--- config.mk ---
export PLATFORM = sky130hd
export DESIGN_NAME = adc_seq_ctrl
export DESIGN_NICKNAME = d
export VERILOG_FILES = /design/src/rtl/adc_seq_pkg.sv /design/src/rtl/adc_seq_trigger.sv /design/src/rtl/adc_seq_timer.sv /design/src/rtl/adc_seq_step.sv /design/src/rtl/adc_seq_ctrl.sv
export SDC_FILE = /design/constraint.sdc
export NUM_CORES = 1
export LEC_CHECK = 0
export ABC_CLOCK_PERIOD_IN_PS = 5350
export CORE_UTILIZATION = 45
export CTS_BUF_LIST = sky130_fd_sc_hd__clkbuf_8
export DETAILED_ROUTE_END_ITERATION = 16
export PLACE_DENSITY_LB_ADDON = 0.3
export SYNTH_ARGS = -nofsm -noshare
export SYNTH_HDL_FRONTEND = slang
export SYNTH_SLANG_ARGS = --single-unit
--- constraint.sdc ---
create_clock -name clk -period 5.35 [get_ports clk]
set_input_delay 0.535 -clock clk [delete_from_list [all_inputs] [get_ports clk]]
set_output_delay 0.535 -clock clk [all_outputs]
set_load 0.02 [all_outputs]
--- src/rtl/adc_seq_pkg.sv ---
package adc_seq_pkg;

  localparam int SHT_W  = 4;
  localparam int TICK_W = 11;

  typedef enum logic [2:0] {
    ST_IDLE,
    ST_WAIT,
    ST_SAMPLE,
    ST_CONV,
    ST_EMIT
  } seq_state_e;

  typedef enum logic [1:0] {
    MODE_ONE     = 2'd0,
    MODE_SEQ     = 2'd1,
    MODE_REP_ONE = 2'd2,
    MODE_REP_SEQ = 2'd3
  } seq_mode_e;

  // Code to divided-clock ticks: doubling up to 64, then alternating
  // x1 / x1.5 steps of a doubling base, saturating at 1024.
  function automatic logic [TICK_W-1:0] sample_ticks(input logic [SHT_W-1:0] code);
    logic [TICK_W-1:0] base;
    if (code >= 4'd12) return TICK_W'(1024);
    if (code < 4'd4) return TICK_W'(4) << code;
    base = TICK_W'(64) << ((code - 4'd4) >> 1);
    return code[0] ? base + (base >> 1) : base;
  endfunction

endpackage

--- src/rtl/adc_seq_trigger.sv ---
module adc_seq_trigger #(
  parameter int NTIMER = 3,
  localparam int SEL_W = $clog2(NTIMER + 1)
) (
  input  logic              clk,
  input  logic              rst_n,
  input  logic              sw_start,
  input  logic [NTIMER-1:0] timer_trig,
  input  logic [SEL_W-1:0]  trig_sel,
  input  logic              trig_inv,
  output logic              trig_lvl,
  output logic              trig_rise
);

  logic              sw_bit;
  logic              lvl_q;
  logic [NTIMER:0]   src;

  // Start bit lives one cycle, then clears itself.
  always_ff @(posedge clk or negedge rst_n) begin
    if (!rst_n) begin
      sw_bit <= 1'b0;
      lvl_q  <= 1'b0;
    end else begin
      sw_bit <= sw_start;
      lvl_q  <= trig_lvl;
    end
  end

  assign src       = {timer_trig, sw_bit};
  assign trig_lvl  = src[trig_sel] ^ trig_inv;
  assign trig_rise = trig_lvl & ~lvl_q;

endmodule

--- src/rtl/adc_seq_timer.sv ---
module adc_seq_timer #(
  parameter int DIV_W  = 3,
  parameter int TICK_W = 11
) (
  input  logic              clk,
  input  logic              rst_n,
  input  logic              load,
  input  logic [TICK_W-1:0] ticks,
  input  logic              active,
  input  logic [DIV_W-1:0]  clk_div,
  output logic              done
);

  logic [DIV_W-1:0]  div_cnt;
  logic [TICK_W-1:0] remain;
  logic              tick;

  assign tick = active && (div_cnt == clk_div);
  assign done = tick && (remain == TICK_W'(1));

  always_ff @(posedge clk or negedge rst_n) begin
    if (!rst_n) begin
      div_cnt <= '0;
      remain  <= '0;
    end else if (load) begin
      div_cnt <= '0;
      remain  <= ticks;
    end else if (active) begin
      if (tick) begin
        div_cnt <= '0;
        remain  <= remain - TICK_W'(1);
      end else begin
        div_cnt <= div_cnt + DIV_W'(1);
      end
    end
  end

endmodule

--- src/rtl/adc_seq_step.sv ---
module adc_seq_step
  import adc_seq_pkg::*;
#(
  parameter int NSLOT = 16,
  localparam int SLOT_W = $clog2(NSLOT)
) (
  input  seq_mode_e         mode,
  input  logic [SLOT_W-1:0] slot,
  input  logic [SLOT_W-1:0] start_slot,
  input  logic [NSLOT-1:0]  slot_eos,
  input  logic              enable,
  output logic [SLOT_W-1:0] nxt_slot,
  output logic              stop
);

  logic              last;
  logic [SLOT_W-1:0] inc;

  assign last = slot_eos[slot];
  assign inc  = (slot == SLOT_W'(NSLOT - 1)) ? '0 : slot + SLOT_W'(1);

  always_comb begin
    nxt_slot = slot;
    stop     = 1'b1;
    unique case (mode)
      MODE_ONE: begin
        stop = 1'b1;
      end
      MODE_SEQ: begin
        stop     = last;
        nxt_slot = inc;
      end
      MODE_REP_ONE: begin
        stop = !enable;
      end
      MODE_REP_SEQ: begin
        stop     = last && !enable;
        nxt_slot = last ? start_slot : inc;
      end
      default: stop = 1'b1;
    endcase
  end

endmodule

--- src/rtl/adc_seq_ctrl.sv ---
module adc_seq_ctrl
  import adc_seq_pkg::*;
#(
  parameter int NSLOT  = 16,
  parameter int CHAN_W = 4,
  parameter int DATA_W = 12,
  parameter int DIV_W  = 3,
  parameter int NTIMER = 3,
  localparam int SLOT_W = $clog2(NSLOT),
  localparam int SEL_W  = $clog2(NTIMER + 1),
  localparam int HALF   = NSLOT / 2
) (
  input  logic                    clk,
  input  logic                    rst_n,
  input  logic                    enable,
  input  logic                    sw_start,
  input  logic [NTIMER-1:0]       timer_trig,
  input  logic [SEL_W-1:0]        trig_sel,
  input  logic                    trig_inv,
  input  logic [1:0]              seq_mode,
  input  logic [SLOT_W-1:0]       start_slot,
  input  logic                    multi_sample,
  input  logic                    pulse_mode,
  input  logic [SHT_W-1:0]        sht_lo,
  input  logic [SHT_W-1:0]        sht_hi,
  input  logic [DIV_W-1:0]        clk_div,
  input  logic [NSLOT*CHAN_W-1:0] slot_chan,
  input  logic [NSLOT-1:0]        slot_eos,
  output logic                    conv_start,
  output logic [CHAN_W-1:0]       conv_chan,
  input  logic                    conv_done,
  input  logic [DATA_W-1:0]       conv_data,
  output logic                    res_valid,
  input  logic                    res_ready,
  output logic [SLOT_W-1:0]       res_slot,
  output logic [DATA_W-1:0]       res_data,
  output logic                    busy
);

  seq_state_e        state, state_n;
  logic [SLOT_W-1:0] slot, slot_n;
  logic [SLOT_W-1:0] step_slot;
  logic              step_stop;
  logic              trig_lvl, trig_rise;
  logic              tmr_load, tmr_done, tmr_active;
  logic              fire;
  logic [SHT_W-1:0]  code_n;
  logic [TICK_W-1:0] ticks_n;

  adc_seq_trigger #(.NTIMER(NTIMER)) u_trig (
    .clk       (clk),
    .rst_n     (rst_n),
    .sw_start  (sw_start),
    .timer_trig(timer_trig),
    .trig_sel  (trig_sel),
    .trig_inv  (trig_inv),
    .trig_lvl  (trig_lvl),
    .trig_rise (trig_rise)
  );

  adc_seq_step #(.NSLOT(NSLOT)) u_step (
    .mode      (seq_mode_e'(seq_mode)),
    .slot      (slot),
    .start_slot(start_slot),
    .slot_eos  (slot_eos),
    .enable    (enable),
    .nxt_slot  (step_slot),
    .stop      (step_stop)
  );

  // Sample-time code follows the slot about to be sampled.
  assign code_n     = (slot_n >= SLOT_W'(HALF)) ? sht_hi : sht_lo;
  assign ticks_n    = sample_ticks(code_n);
  assign tmr_active = (state == ST_SAMPLE) && pulse_mode;

  adc_seq_timer #(.DIV_W(DIV_W), .TICK_W(TICK_W)) u_tmr (
    .clk    (clk),
    .rst_n  (rst_n),
    .load   (tmr_load),
    .ticks  (ticks_n),
    .active (tmr_active),
    .clk_div(clk_div),
    .done   (tmr_done)
  );

  always_comb begin
    state_n  = state;
    slot_n   = slot;
    tmr_load = 1'b0;
    fire     = 1'b0;
    unique case (state)
      ST_IDLE: begin
        if (enable && trig_rise) begin
          slot_n   = start_slot;
          state_n  = ST_SAMPLE;
          tmr_load = 1'b1;
        end
      end
      ST_WAIT: begin
        if (trig_rise) begin
          state_n  = ST_SAMPLE;
          tmr_load = 1'b1;
        end
      end
      ST_SAMPLE: begin
        if (pulse_mode ? tmr_done : !trig_lvl) begin
          state_n = ST_CONV;
          fire    = 1'b1;
        end
      end
      ST_CONV: begin
        if (conv_done) state_n = ST_EMIT;
      end
      ST_EMIT: begin
        if (res_ready) begin
          if (step_stop) begin
            state_n = ST_IDLE;
          end else begin
            slot_n   = step_slot;
            state_n  = multi_sample ? ST_SAMPLE : ST_WAIT;
            tmr_load = multi_sample;
          end
        end
      end
      default: state_n = ST_IDLE;
    endcase
  end

  always_ff @(posedge clk or negedge rst_n) begin
    if (!rst_n) begin
      state      <= ST_IDLE;
      slot       <= '0;
      conv_start <= 1'b0;
      res_valid  <= 1'b0;
      res_slot   <= '0;
      res_data   <= '0;
    end else begin
      state      <= state_n;
      slot       <= slot_n;
      conv_start <= fire;
      if (state == ST_CONV && conv_done) begin
        res_valid <= 1'b1;
        res_slot  <= slot;
        res_data  <= conv_data;
      end else if (state == ST_EMIT && res_ready) begin
        res_valid <= 1'b0;
      end
    end
  end

  assign conv_chan = slot_chan[slot*CHAN_W +: CHAN_W];
  assign busy      = (state != ST_IDLE);

endmodule

======== Word level (Yosys, flattened, before mapping) ========
Index checks and enable logic that the tools add are counted.
storage, ports and cells
  register bits after elaboration ......... 41
  bits of input ports ..................... 123
  output and inout port bits .............. 23
  logic and storage cells ................. 103
cells by class
  $add $sub $neg .......................... 5
  $lt $le $gt $ge ......................... 5
  equality and inequality tests ........... 15
  shift-type cells ........................ 3
  mux-type cells .......................... 45
  bitwise operators ....................... 3
  reductions and logical operators ........ 17
operators by type and width
  kind                                                 number
  2-to-1 mux 11 bit                                    8
  variable part select 64 x 7 -> 4 bit                 1
  2-to-1 mux 3 bit                                     8
  2-to-1 mux 4 bit                                     6
  case mux 4 bit (2 select lines)                      2
  case mux 3 bit (5 select lines)                      1
  2-to-1 mux 1 bit                                     14
  adder 11 x 10 -> 11 bit                              1
  == test 11 x 1 -> 1 bit (second input constant)      1
  left shift 3 x 4 -> 11 bit (first input constant)    1
  left shift 7 x 3 -> 11 bit (first input constant)    1
  subtractor 11 x 1 -> 11 bit (second input constant)  1
  >= comparator 4 bit (second input constant)          2
  != test 2 bit (second input constant)                4
  logical AND 1 bit                                    7
  == test 3 x 2 -> 1 bit (second input constant)       2
  nonzero test 2 bit                                   3
  < comparator 4 x 5 -> 1 bit (second input constant)  1
  AND reduction 5 bit                                  1
  adder 4 x 1 -> 4 bit (second input constant)         1
  binary-select mux 1 bit (select 4 bit)               1
  == test 2 bit (second input constant)                2
  == test 4 bit (second input constant)                1
  < comparator 4 x 3 -> 1 bit (second input constant)  1
  20 further kinds                                     22

======== Longest topological paths before layout ========
Gate-level depths: netlist (run 1).
  depth in word-level cells ............... 16
  gate-level depth with buffers ........... 22
  mapped depth without buffers ............ 18

======== Cells and area by module ========
From an unflattened synthesis (run 1), not the netlist that was laid out.
second synthesis, totals
  cells, all modules ...................... 365
  area, all modules ....................... 3,569.7 um2
modules (own cells, without submodules)
  module           instances  cells each  area an instance (um2)  seq. area each (um2)
  adc_seq_ctrl     1          211         2,263.4                 625.6
  adc_seq_timer    1          97          849.6                   350.3
  adc_seq_step     1          52          361.6                   0.0
  adc_seq_trigger  1          5           95.1                    50.0

======== Worst setup path before layout (run 1) ========
OpenSTA, ideal clock, no wires.
  path kind ............................... input -> register
  from .................................... in slot_eos[3]
  to ...................................... reg u_tmr.remain[10]
  setup time .............................. 0.127 ns
  arrival time ............................ 4.438 ns
  required time ........................... 5.223 ns
  path slack .............................. 0.786 ns
  cell stages on the path ................. 20
  buffers on the path ..................... 2
  cells stage by stage .................... mux4_2 or2_1 a22oi_4 mux2_4 o221ai_4 buf_6 mux2i_1 ha_1 clkbuf_1 nand3_1 mux2_2 inv_1 ha_1 inv_1 fa_1 inv_1 a21o_1 a211oi_1 o31ai_1 a2bb2oi_1
between the ends
  longest elaborated chain between the ends .. 16
  elaborated cells between the ends (all ways) .. 31
  classes of those cells .................. 2 x add/sub; 3 x order compare; 2 x shift; 20 x mux; 4 x reduce/logical
RTL lines
  what                                                                                RTL line                                source
  start: declaration                                                                  adc_seq_ctrl.sv:28                      input logic [NSLOT-1:0] slot_eos,
  binary-select mux 1 bit (select 4 bit) *                                            adc_seq_step.sv:19                      assign last = slot_eos[slot];
  2-to-1 mux 1 bit (not written as such) *                                            adc_seq_step.sv:19
  2-to-1 mux 4 bit or logical AND 1 bit (tied branches)                               adc_seq_step.sv:38, adc_seq_step.sv:37
  case mux 4 bit (2 select lines) or case mux 1 bit (4 select lines) (tied branches)  adc_seq_step.sv:25                      unique case (mode)
  2-to-1 mux 4 bit                                                                    adc_seq_ctrl.sv:116                     if (step_stop) begin
  2-to-1 mux 4 bit                                                                    adc_seq_ctrl.sv:115                     if (res_ready) begin
  case mux 4 bit (2 select lines)                                                     adc_seq_ctrl.sv:91                      unique case (state)
  >= comparator 4 bit                                                                 adc_seq_ctrl.sv:72                      assign code_n = (slot_n >= SLOT_W'(HALF)) ? sht_hi : sht_lo;
  2-to-1 mux 4 bit                                                                    adc_seq_ctrl.sv:72
  subtractor 4 x 3 -> 4 bit                                                           adc_seq_pkg.sv:27                       base = TICK_W'(64) << ((code - 4'd4) >> 1);
  left shift 7 x 3 -> 11 bit                                                          adc_seq_pkg.sv:27
  adder 11 x 10 -> 11 bit                                                             adc_seq_pkg.sv:28                       return code[0] ? base + (base >> 1) : base;
  2-to-1 mux 11 bit                                                                   adc_seq_pkg.sv:28
  2-to-1 mux 11 bit                                                                   adc_seq_pkg.sv:27
  2-to-1 mux 11 bit                                                                   adc_seq_pkg.sv:26                       if (code < 4'd4) return TICK_W'(4) << code;
  2-to-1 mux 11 bit                                                                   adc_seq_timer.sv:25                     end else if (load) begin
  end signal: assignment                                                              adc_seq_timer.sv:27                     remain <= ticks;
  end signal: assignment                                                              adc_seq_timer.sv:31                     remain <= remain - TICK_W'(1);
  end: declaration                                                                    adc_seq_timer.sv:15                     logic [TICK_W-1:0] remain;
Every way passes the cells marked *; elsewhere a longest branch is shown, timed or not. The select of a mux whose other input is x is not followed.
A chain may end at the register's enable or synchronous reset.

==> results of run 1 <==
## worst register-to-register path: stages (launching register included)
cell and delay, ns:
dfrtp_1 0.65, nor2b_1 0.72, a221oi_4 0.15, a22oi_4 0.29
mux2_4 0.34, o221ai_4 0.24, mux2i_1 0.28, ha_1 0.36
nand3_1 0.11, mux2_2 0.31, inv_1 0.09, ha_1 0.17
inv_1 0.05, fa_1 0.40, inv_1 0.07, a21o_1 0.11
a211oi_1 0.07, o31ai_1 0.22, a2bb2oi_1 0.09
## final timing paths
path / startpoint / endpoint / slack, ns / depth (start not counted)
max reg2reg: register / u_tmr.remain[10]$_DFFE_PN0P_ / 0.51 / 18
max in group asynchronous: rst_n / slot[0]$_DFF_PN0_ / 4.34 / 1
max: register / u_tmr.remain[10]$_DFFE_PN0P_ / 0.51 / 18
min reg2reg: res_valid$_DFFE_PN0P_ / res_valid$_DFFE_PN0P_ / 0.49 / 2
min in group clk: res_valid$_DFFE_PN0P_ / res_valid$_DFFE_PN0P_ / 0.49 / 2
min: rst_n / u_tmr.remain[2]$_DFFE_PN0P_ / 0.37 / 1
## placed cells by master, fill, tap and decap left out, types with 5 or more instances in the layout
| cell | synthesis | layout |
|---|---|---|
| a21o_1 | 7 | 7 |
| mux2i_1 | 27 | 27 |
| clkbuf_8 | 0 | 6 |
| a22oi_1 | 5 | 5 |
| nand2_1 | 24 | 24 |
| inv_1 | 10 | 10 |
| nor2b_1 | 9 | 9 |
| ha_1 | 8 | 8 |
| dfrtp_1 | 41 | 40 |
| clkdlybuf4s50_1 | 0 | 144 |
| a221oi_1 | 9 | 9 |
| o22ai_1 | 5 | 5 |
| o21ai_0 | 9 | 9 |
| nor2_1 | 19 | 19 |
| mux4_2 | 12 | 12 |
| mux2_2 | 20 | 20 |
| nand3_1 | 12 | 12 |
| nand3b_1 | 6 | 6 |
| nor3_1 | 11 | 11 |
| a21oi_1 | 14 | 14 |
| o21ai_1 | 6 | 6 |
| and3_1 | 5 | 5 |
| xor2_1 | 7 | 7 |
| buf_4 | 0 | 6 |
| o211ai_1 | 7 | 7 |
## state kept, by name, indices dropped and copies added, names as in the netlist, named ones only
signal / count
state: 3
u_trig.lvl_q: 1
res_valid: 1
res_slot: 4
res_data: 12
u_trig.sw_bit: 1
slot: 2
u_tmr.remain: 11
u_tmr.div_cnt: 3
conv_start: 1
## where the power goes
group          switching [mW]  internal, mW
Clock                   0.108         0.152
Combinational           0.706         0.721
Sequential              0.151         0.439
Total                   0.965          1.31
## cell families (layout without fill, tap and decap cells)
logic type	count (synthesis)	count (layout)	synth area share, %
AOI/OAI and AO/OA	87	87	18.8
xor gates and xnor gates	12	12	3.26
adders and majority gates	9	9	3.47
buffers and inverters	31	169	4.31
DFF	41	41	29.7
muxes	62	62	23.4
and+or+nand+nor	113	113	17.1
## final cells by class
cell class | count | area (um^2) | area share [%]
Clock buffer | 6 | 82.6 | 1.62
Clock inverter | 2 | 37.5 | 0.738
Inverter | 10 | 37.5 | 0.738
Multi-Input combinational cell | 283 | 2280 | 44.9
Sequential cell | 41 | 1030 | 20.2
Tap cell | 99 | 124 | 2.44
Timing Repair Buffer | 151 | 1490 | 29.3
## routing by layer
layer  global-route usage [%]  up-vias  part of all wire [%]
li1                         -     1631                     -
met5                        0        -                     0
met1                     28.9     1661                    39
met4                     8.08        0                   1.9
met2                     47.8      133                    51
met3                     4.20       20                   7.2
## through the flow
| stage | util [%] | cell area, um^2 |
|---|---|---|
| 2_1_floorplan | - | 3460 |
| 3_3_place_gp | 67.7 | 4960 |
| 3_5_place_dp | 67.7 | 4960 |
| 4_1_cts | 69.3 | 5080 |
| 5_1_grt | 69.3 | 5080 |
| 6_report | 69.3 | 5080 |
==> metrics.cfg, run 1 <==
[outcome]
status = finished clean

[worst_setup_path]
crit_type = register to register
crit_path_start_kind = register
path_delay_family = compound AO/OA/AOI/OAI gates
worstPathCellList = nor2b_1 > a221oi_4 > a22oi_4 > mux2_4 > o221ai_4 > mux2i_1 > ha_1 > nand3_1 > mux2_2 > inv_1 > ha_1 > inv_1 > fa_1 > inv_1 > a21o_1 > a211oi_1 > o31ai_1 > a2bb2oi_1
cp_max_fo = 18
worstSetupEndpointType = register
crit_path_frequent_cell = inv_1
critPathBufInv = 3
cp.arrival_ns = 5.02
worstPathRequired_ns = 5.52
slowest_stage = nor2b_1
critPathMaxStageDelay_ns = 0.72

[drt]
drtIter0Drc = 200
ant_nets = 0
vias = 3445
wl_mm = 10.2
firstDrtPassIters = 4
drc = 0
viasPerCell = 5.82
avgRoutedWirePerCell_um = 17.2

[logic_synthesis]
synthFlopType = dfrtp_1
ys_seq_elements = 41
postSynth.asyncResetShare_pct = 100
synth_edf_count = 0
synth_nets = 487
ys_top_cells_by_count = 41 x dfrtp_1, 27 x mux2i_1, 24 x nand2_1
yosysMostFrequentCell = dfrtp_1
yosysSeqAreaShare_pct = 29.7
syn_area_per_cell_um2 = 9.74
syn-instance-count = 355
yosys_warnings = 0
ys_top_cells_by_area = dfrtp_1 30%, mux2i_1 7.8%, mux4_2 7.8%
yosys.area.top_type_share_pct = 29.7
synth_area_mm2 = 0.00346
yosysTopAreaCell = dfrtp_1
synth.distinct_cells = 58

[placed_design]
place.gp.congestion = 0.877
place_inst = 584
pre_cts_ws_ns = 0.271
io_buffers = 145
dp_hpwl_mm = 8.01

[power_and_ir_drop]
p_total_mw = 2.28
leakage_nw = 2.13
power_density_mw_per_mm2 = 448
peakVddDrop_mv = 0.244

[timing]
finalMaxSlewViolations = 0
fmax_ghz = 0.206
period_share_pct = 90.5
clock_skew_ns = 0.00741
fin_crit_ns = 4.84
fin_setup_tns_ns = 0
fin_ws_ns = 0.507
hold_ws_ns = 0.373
slew_headroom_pct = 36.1
hold_violations = 0
setup_viol = 0
tightest_slew_ns = 0.955
rsz0062_at_grt = no

[grt]
grt_start_max_net_pins = 42
grt_pass1_vias = 3341
track_usage_pct = 25.3
grt.overflow.total = 0
grt_pass1_wl_mm = 15.5
antenna_found_initial = 0

[hold_path]
hold_class = primary input to async pin

[die]
row_count = 31
core_mm2 = 0.00733
boundaryPins = 146
die_w_um = 89.7
dieHeight_um = 89.7
start_util_pct = 47.2
dieArea_mm2 = 0.00804

[clock_network]
path_clk_slew_ns = 0.08
clockRootBuffer = clkbuf_8
cts_tree = done
clock_latency_ns = 0.29
cts_resized = 0
clock_sinks = 41
hold_buffers = 0
cts_buffer_depth = 2
postCtsSetupBuffers = 0
cts_buffers = 5
cts_htree_levels = 2

[finish]
diodes = 0
final_cell_count_no_fill = 592
layout.nets = 624
areaGrowthSynthToFinish_pct = 47.0
drive_gt1_share_pct = 12.2
nFillCells = 565

[job]
maxCapViolCount = 0

Note: power is estimated with default switching activity, not from simulation.
==> run 2: changes to the inputs <==
- ABC_AREA: default -> 1
==> run 2 against run 1 <==
Die area is 0.78% higher. Clock power is 8.1% lower. Wire length is 1.3% higher. First-iteration DRC count is 12% lower. Flip-flop and latch count stayed put. Final cell count is 26% higher. Combinational power is 18% higher. Critical path type unchanged. Largest cell class unchanged.
==> metrics.cfg, run 2 <==
[timing]
setup_viol = 0  ; unchanged
hold_violations = 0  ; unchanged
rsz0062_at_grt = no
fin_crit_ns = 4.72  ; -0.125 ns
clock_skew_ns = 0.00376  ; -0.00364 ns
finalMaxSlewViolations = 0  ; unchanged
hold_ws_ns = 0.358  ; -0.0147 ns
slew_headroom_pct = 41.3  ; +5.1 points
fmax_ghz = 0.212  ; +2.6%
period_share_pct = 88.2  ; -2.3 points
tightest_slew_ns = 0.881  ; -0.0742 ns
fin_setup_tns_ns = 0  ; unchanged
fin_ws_ns = 0.632  ; +0.125 ns

[hold_path]
hold_class = primary input to async pin

[logic_synthesis]
yosysTopAreaCell = dfrtp_1
synth.distinct_cells = 47  ; -19%
yosysSeqAreaShare_pct = 29.4  ; -0.23 points
synth_edf_count = 0  ; unchanged
yosys.area_share.simple_pct = 33.4  ; +16 points
synth_fa_ha_area_share_pct = 3.45  ; -0.027 points
ys_seq_elements = 41  ; unchanged
synth_top_family_by_area = simple AND/OR/NAND/NOR gates
synthMuxAreaShare_pct = 3.88  ; -20 points
synth_nets = 645  ; +32%
syn_area_per_cell_um2 = 6.80  ; -30%
ys_top_cells_by_count = 131 x nand2_1, 61 x nor2_1, 52 x inv_1
postSynth.asyncResetShare_pct = 100  ; unchanged
synthFlopType = dfrtp_1
yosys_warnings = 0  ; unchanged
synth-xor-area-share_pct = 3.02  ; -0.24 points
ys_top_cells_by_area = dfrtp_1 29%, nand2_1 14%, nor2_1 6.6%
synth-compound-area-share_pct = 17.2  ; -1.6 points
yosysMostFrequentCell = nand2_1
syn-instance-count = 513  ; +45%
synth_area_mm2 = 0.00349  ; +0.80%
yosys.area.top_type_share_pct = 29.4  ; -0.23 points

[die]
start_util_pct = 47.3  ; +0.13 points
dieHeight_um = 90.0  ; +0.39%
core_mm2 = 0.00737  ; +0.53%
die_w_um = 90.0  ; +0.39%
boundaryPins = 146  ; unchanged
row_count = 31  ; unchanged
dieArea_mm2 = 0.00810  ; +0.78%

[worst_setup_path]
r2r-start = slot[2]$_DFF_PN0_
worstPathRequired_ns = 5.56  ; +0.04 ns
slowest_stage = dfrtp_1
crit_start = slot[2]$_DFF_PN0_
worstSetupEndpointType = register
worstReg2RegEnd = u_tmr.remain[10]$_DFFE_PN0P_
crit_path_start_kind = register
cp.arrival_ns = 4.92  ; -0.10 ns
critPathMaxStageDelay_ns = 0.63  ; -0.09 ns
r2r_cells = 29  ; +11
crit_type = register to register
cp_max_fo = 11  ; -7
r2r_slack_ns = 0.63  ; +0.12 ns
crit_path_frequent_cell = nand2_1

[finish]
reg_top3 = res_data: 12 flops, u_tmr.remain: 11 flops, res_slot: 4 flops
areaGrowthSynthToFinish_pct = 45.4
layout.nets = 780  ; +25%
final_common_cell = clkdlybuf4s50_1
largest_reg_flops = 12  ; unchanged
final_cell_mix = 144 x clkdlybuf4s50_1, 131 x nand2_1, 61 x nor2_1
largest-register = res_data
drive_gt1_share_pct = 8.02  ; -4.1 points
nFillCells = 601  ; +6.4%
diodes = 0  ; unchanged

[power_and_ir_drop]
p_total_mw = 2.51  ; +10%
p_sw_share_pct = 49.5  ; +7.1 points
seqPwrFrac_pct = 23.1  ; -2.8 points
net-switching-power_mw = 1.24  ; +29%
clockPowerShare_pct = 9.5  ; -1.9 points
p_comb_share_pct = 67.4  ; +4.7 points
power_density_mw_per_mm2 = 496  ; +11%
internal-power_mw = 1.27  ; -3.3%
peakVddDrop_mv = 0.302  ; +24%
leakage_nw = 2.26  ; +6.0%

[placed_design]
place.gp.congestion = 0.885  ; +0.89%
io_buffers = 145  ; unchanged
pre_cts_ws_ns = 0.476  ; +0.205 ns
dp_hpwl_mm = 8.17  ; +2.0%

[drt]
firstDrtPassIters = 4  ; unchanged
drc = 0  ; unchanged
wl_mm = 10.3  ; +1.3%
drtIter0Drc = 176  ; -12%
viasPerCell = 5.24  ; -9.9%
avgRoutedWirePerCell_um = 13.8  ; -20%
vias = 3918  ; +14%
ant_nets = 0  ; unchanged

[clock_network]
cts_tree = done
cts_htree_levels = 2  ; unchanged
hold_buffers = 0  ; unchanged
clock_sinks = 41  ; unchanged
path_clk_slew_ns = 0.08  ; about the same
cts_buffers = 5  ; unchanged
cts_buffer_depth = 2  ; unchanged
postCtsSetupBuffers = 0  ; unchanged
cts_resized = 0  ; unchanged
clockRootBuffer = clkbuf_8
clock_latency_ns = 0.29  ; about the same

[grt]
track_usage_pct = 26.4  ; +1.1 points
grt_pass1_vias = 3933  ; +18%
grt.overflow.total = 0  ; unchanged
grt_start_max_net_pins = 47  ; +12%
antenna_found_initial = 0  ; unchanged
grt_pass1_wl_mm = 17.7  ; +14%

[outcome]
status = finished clean

[job]
maxCapViolCount = 0  ; unchanged

==> run 2: changes by cell type in the layout (fill, tap and decap cells not counted), moves of 12 or more <==
cell and delta:
o21ai_0 +28, mux2i_1 -27, nor2_1 +42, inv_1 +42, nand2_1 +107, mux4_2 -12, nand3_1 +29
==> run 2: area by class of cell <==
| cell class | instances | area [um^2] | area share (%) |
|---|---|---|---|
| Timing Repair Buffer | 146 | 1450 | 28.7 |
| Inverter | 63 | 238 | 4.69 |
| Multi-Input combinational cell | 391 | 2120 | 41.9 |
| Clock inverter | 2 | 35.0 | 0.691 |
| Tap cell | 99 | 124 | 2.44 |
| Clock buffer | 5 | 68.8 | 1.36 |
| Sequential cell | 41 | 1030 | 20.2 |
==> run 2: worst max path at each step <==
| stage | cells past startpoint | end |
|---|---|---|
| 2_1_floorplan | 27 | u_tmr.remain[10]$_DFFE_PN0P_ |
| 3_3_place_gp | 26 | u_tmr.remain[10]$_DFFE_PN0P_ |
| 3_5_place_dp | 26 | u_tmr.remain[10]$_DFFE_PN0P_ |
| 4_1_cts | 29 | u_tmr.remain[10]$_DFFE_PN0P_ |
| 5_1_grt | 29 | u_tmr.remain[10]$_DFFE_PN0P_ |
| 6_report | 29 | u_tmr.remain[10]$_DFFE_PN0P_ |
==> run 2: per-stage QoR <==
| step | area (um^2) | instances | utilization [%] |
|---|---|---|---|
| 6_report | 5070 | 747 | 68.8 |
| 5_1_grt | 5070 | 747 | 68.8 |
| 4_1_cts | 5070 | 747 | 68.8 |
| 3_5_place_dp | 4960 | 740 | 67.4 |
| 3_3_place_gp | 4960 | 740 | 67.4 |
| 2_1_floorplan | 3490 | 513 | - |
==> run 2: power groups by stage <==
stage	clock network, mW	registers, mW	logic [mW]
after floorplan	0	0.614	1.13
after global placement	0	0.576	1.65
after detailed placement	0	0.582	1.69
after CTS	0.244	0.578	1.70
after global routing	0.257	0.600	1.89
final	0.239	0.580	1.69
==> run 2: metal layers <==
| layer | up-vias | global-route usage, % | wire length (um) |
|---|---|---|---|
| met5 | - | 0 | 0 |
| met3 | 24 | 4.99 | 672 |
| met2 | 167 | 46.2 | 5090 |
| met4 | 0 | 9.95 | 288 |
| li1 | 1970 | - | - |
| met1 | 1757 | 32.0 | 4260 |
==> run 2: worst max-delay path: cells and delay by family (launching register included) <==
kind | cells | cell delay [ns]
buf+inv | 3 | 0.32
flops | 1 | 0.63
simple gates | 20 | 2.46
compound gates | 3 | 0.23
fa+ha+maj | 3 | 0.99
==> run 2: cells by family after synthesis <==
logic type                 count (synthesis)
AOI/OAI and AO/OA                         91
muxes                                     12
xor gates and xnor gates                  12
and+or+nand+nor                          267
adders and majority gates                  9
DFF                                       41
buffers and inverters                     81
==> run 3: changes to the inputs <==
- CORE_UTILIZATION: 45 -> 44
- CTS_BUF_LIST: sky130_fd_sc_hd__clkbuf_8 -> sky130_fd_sc_hd__clkbuf_4 sky130_fd_sc_hd__clkbuf_8 sky130_fd_sc_hd__clkbuf_16
==> run 3 against run 2 <==
Clock power is 8.4% higher. Combinational power about the same. Clock-buffer cell count rose by 2. Wire length fell by 2.0%. Flip-flop and latch count unchanged. Non-clock buffer count is the same. Critical path depth is the same. Register-to-register slack is essentially flat. Final cell count rose by 0.54%. Power increased by 0.67%. Via count stayed put.
==> metrics.cfg, run 3 (same netlist as run 2, synthesis figures left out) <==
[finish]
reg_top3 = res_data: 12 flops, u_tmr.remain: 11 flops, res_slot: 4 flops
largest-register = res_data
drive_gt1_share_pct = 8.17  ; +0.14 points
areaGrowthSynthToFinish_pct = 46.0
final_common_cell = clkdlybuf4s50_1
largest_reg_flops = 12  ; unchanged
final_cell_count_no_fill = 751  ; +0.54%
final_cell_mix = 144 x clkdlybuf4s50_1, 131 x nand2_1, 61 x nor2_1
diodes = 0  ; unchanged
layout.nets = 780  ; unchanged

[timing]
tightest_slew_ns = 0.884  ; +0.00294 ns
fmax_ghz = 0.213  ; +0.26%
fin_crit_ns = 4.71  ; -0.0124 ns
clock_skew_ns = 0.00359  ; -0.000175 ns
finalMaxSlewViolations = 0  ; unchanged
setup_viol = 0  ; unchanged
rsz0062_at_grt = no
hold_violations = 0  ; unchanged
slew_headroom_pct = 41.1  ; -0.20 points
fin_setup_tns_ns = 0  ; unchanged
period_share_pct = 88.0  ; -0.23 points

[placed_design]
dp_hpwl_mm = 8.03  ; -1.8%
place.gp.congestion = 0.848  ; -4.2%
place_inst = 743  ; +0.41%
io_buffers = 145  ; unchanged

[grt]
grt_pass1_wl_mm = 16.8  ; -5.2%
grt_start_max_net_pins = 47  ; unchanged
grt.overflow.total = 0  ; unchanged
grt_pass1_vias = 3729  ; -5.2%
track_usage_pct = 25.0  ; -1.5 points
antenna_found_initial = 0  ; unchanged

[clock_network]
cts_htree_levels = 2  ; unchanged
postCtsSetupBuffers = 0  ; unchanged
cts_resized = 0  ; unchanged
hold_buffers = 0  ; unchanged
cts_buffers = 5  ; unchanged
clock_sinks = 41  ; unchanged
clock_latency_ns = 0.29  ; about the same
clockRootBuffer = clkbuf_8
cts_buffer_depth = 2  ; unchanged
path_clk_slew_ns = 0.08  ; about the same
cts_tree = done

[die]
row_count = 32  ; +3.2%
boundaryPins = 146  ; unchanged
dieHeight_um = 91.0  ; +1.1%
dieArea_mm2 = 0.00828  ; +2.2%
die_w_um = 91.0  ; +1.1%
core_mm2 = 0.00769  ; +4.3%
start_util_pct = 45.3  ; -2.0 points

[outcome]
status = finished clean

[worst_setup_path]
crit_type = register to register
cp.arrival_ns = 4.92  ; about the same
crit_path_frequent_cell = nand2_1
crit_path_start_kind = register
worstPathRequired_ns = 5.56  ; about the same
cp_max_fo = 11  ; unchanged
worstSetupEndpointType = register
critPathMaxStageDelay_ns = 0.62  ; about the same
slowest_stage = dfrtp_1

[power_and_ir_drop]
power_density_mw_per_mm2 = 497  ; +0.27%
leakage_nw = 2.26  ; +0.35%
peakVddDrop_mv = 0.260  ; -14%
p_total_mw = 2.53  ; +0.67%

[hold_path]
hold_class = primary input to async pin

[drt]
firstDrtPassIters = 5  ; +1
ant_nets = 0  ; unchanged
avgRoutedWirePerCell_um = 13.5  ; -2.5%
viasPerCell = 5.22  ; -0.53%
drc = 0  ; unchanged
wl_mm = 10.1  ; -2.0%
vias = 3918  ; unchanged
drtIter0Drc = 179  ; +1.7%

[job]
maxCapViolCount = 0  ; unchanged

run 3: worst paths after layout:
| kind | slack, ns | from | endpoint | cells past startpoint |
|---|---|---|---|---|
| setup reg to reg | 0.64 | slot[2]$_DFF_PN0_ | u_tmr.remain[10]$_DFFE_PN0P_ | 29 |
| min in group clk | 0.49 | res_slot[2]$_DFFE_PN0P_ | res_slot[2]$_DFFE_PN0P_ | 2 |
| hold reg to reg | 0.49 | res_slot[2]$_DFFE_PN0P_ | res_slot[2]$_DFFE_PN0P_ | 2 |
| setup / recovery | 0.64 | slot[2]$_DFF_PN0_ | u_tmr.remain[10]$_DFFE_PN0P_ | 29 |
| max in group asynchronous | 4.43 | rst_n | res_data[10]$_DFFE_PN0P_ | 1 |
| hold / removal | 0.36 | rst_n | u_tmr.div_cnt[1]$_DFFE_PN0P_ | 1 |
run 3: cell type report:
class                           instances  area (um^2)
Tap cell                              102          128
Clock inverter                          1         30.0
Sequential cell                        41         1030
Multi-Input combinational cell        391         2120
Timing Repair Buffer                  146         1450
Clock buffer                            7         90.1
Inverter                               63          238
Fill cell                             669         2600
run 3: metrics by stage:
| step | util [%] | hold slack [ns] | worst slack (ns) | area (um^2) |
|---|---|---|---|---|
| 2_1_floorplan | - | 0.239 | 1.59 | 3490 |
| 3_3_place_gp | 64.6 | 0.465 | 0.714 | 4970 |
| 3_5_place_dp | 64.6 | 0.472 | 0.507 | 4970 |
| 4_1_cts | 66.2 | 0.382 | 0.667 | 5090 |
| 5_1_grt | 66.2 | 0.438 | 0.194 | 5090 |
| 6_report | 66.2 | 0.363 | 0.644 | 5090 |
run 3: layer usage:
metal | track usage, % | vias to the layer above | share of wire, %
met4 | 9.92 | 0 | 2.8
met1 | 30.1 | 1761 | 43
met5 | 0 | - | 0
met3 | 4.36 | 20 | 7.0
met2 | 44.0 | 166 | 47
li1 | - | 1971 | -
run 3: power by group:
group / internal (mW) / switching (mW) / total, mW
Clock: 0.157 / 0.102 / 0.259
Sequential: 0.444 / 0.135 / 0.580
Combinational: 0.689 / 1.00 / 1.69
run 3: worst max-delay path: cells and delay by family, from the launching register on:
family / cells / cell delay (ns)
adders and majority gates: 3 / 1.00
AOI/OAI and AO/OA: 3 / 0.22
and+or+nand+nor: 20 / 2.44
buffers and inverters: 3 / 0.32
DFF: 1 / 0.62
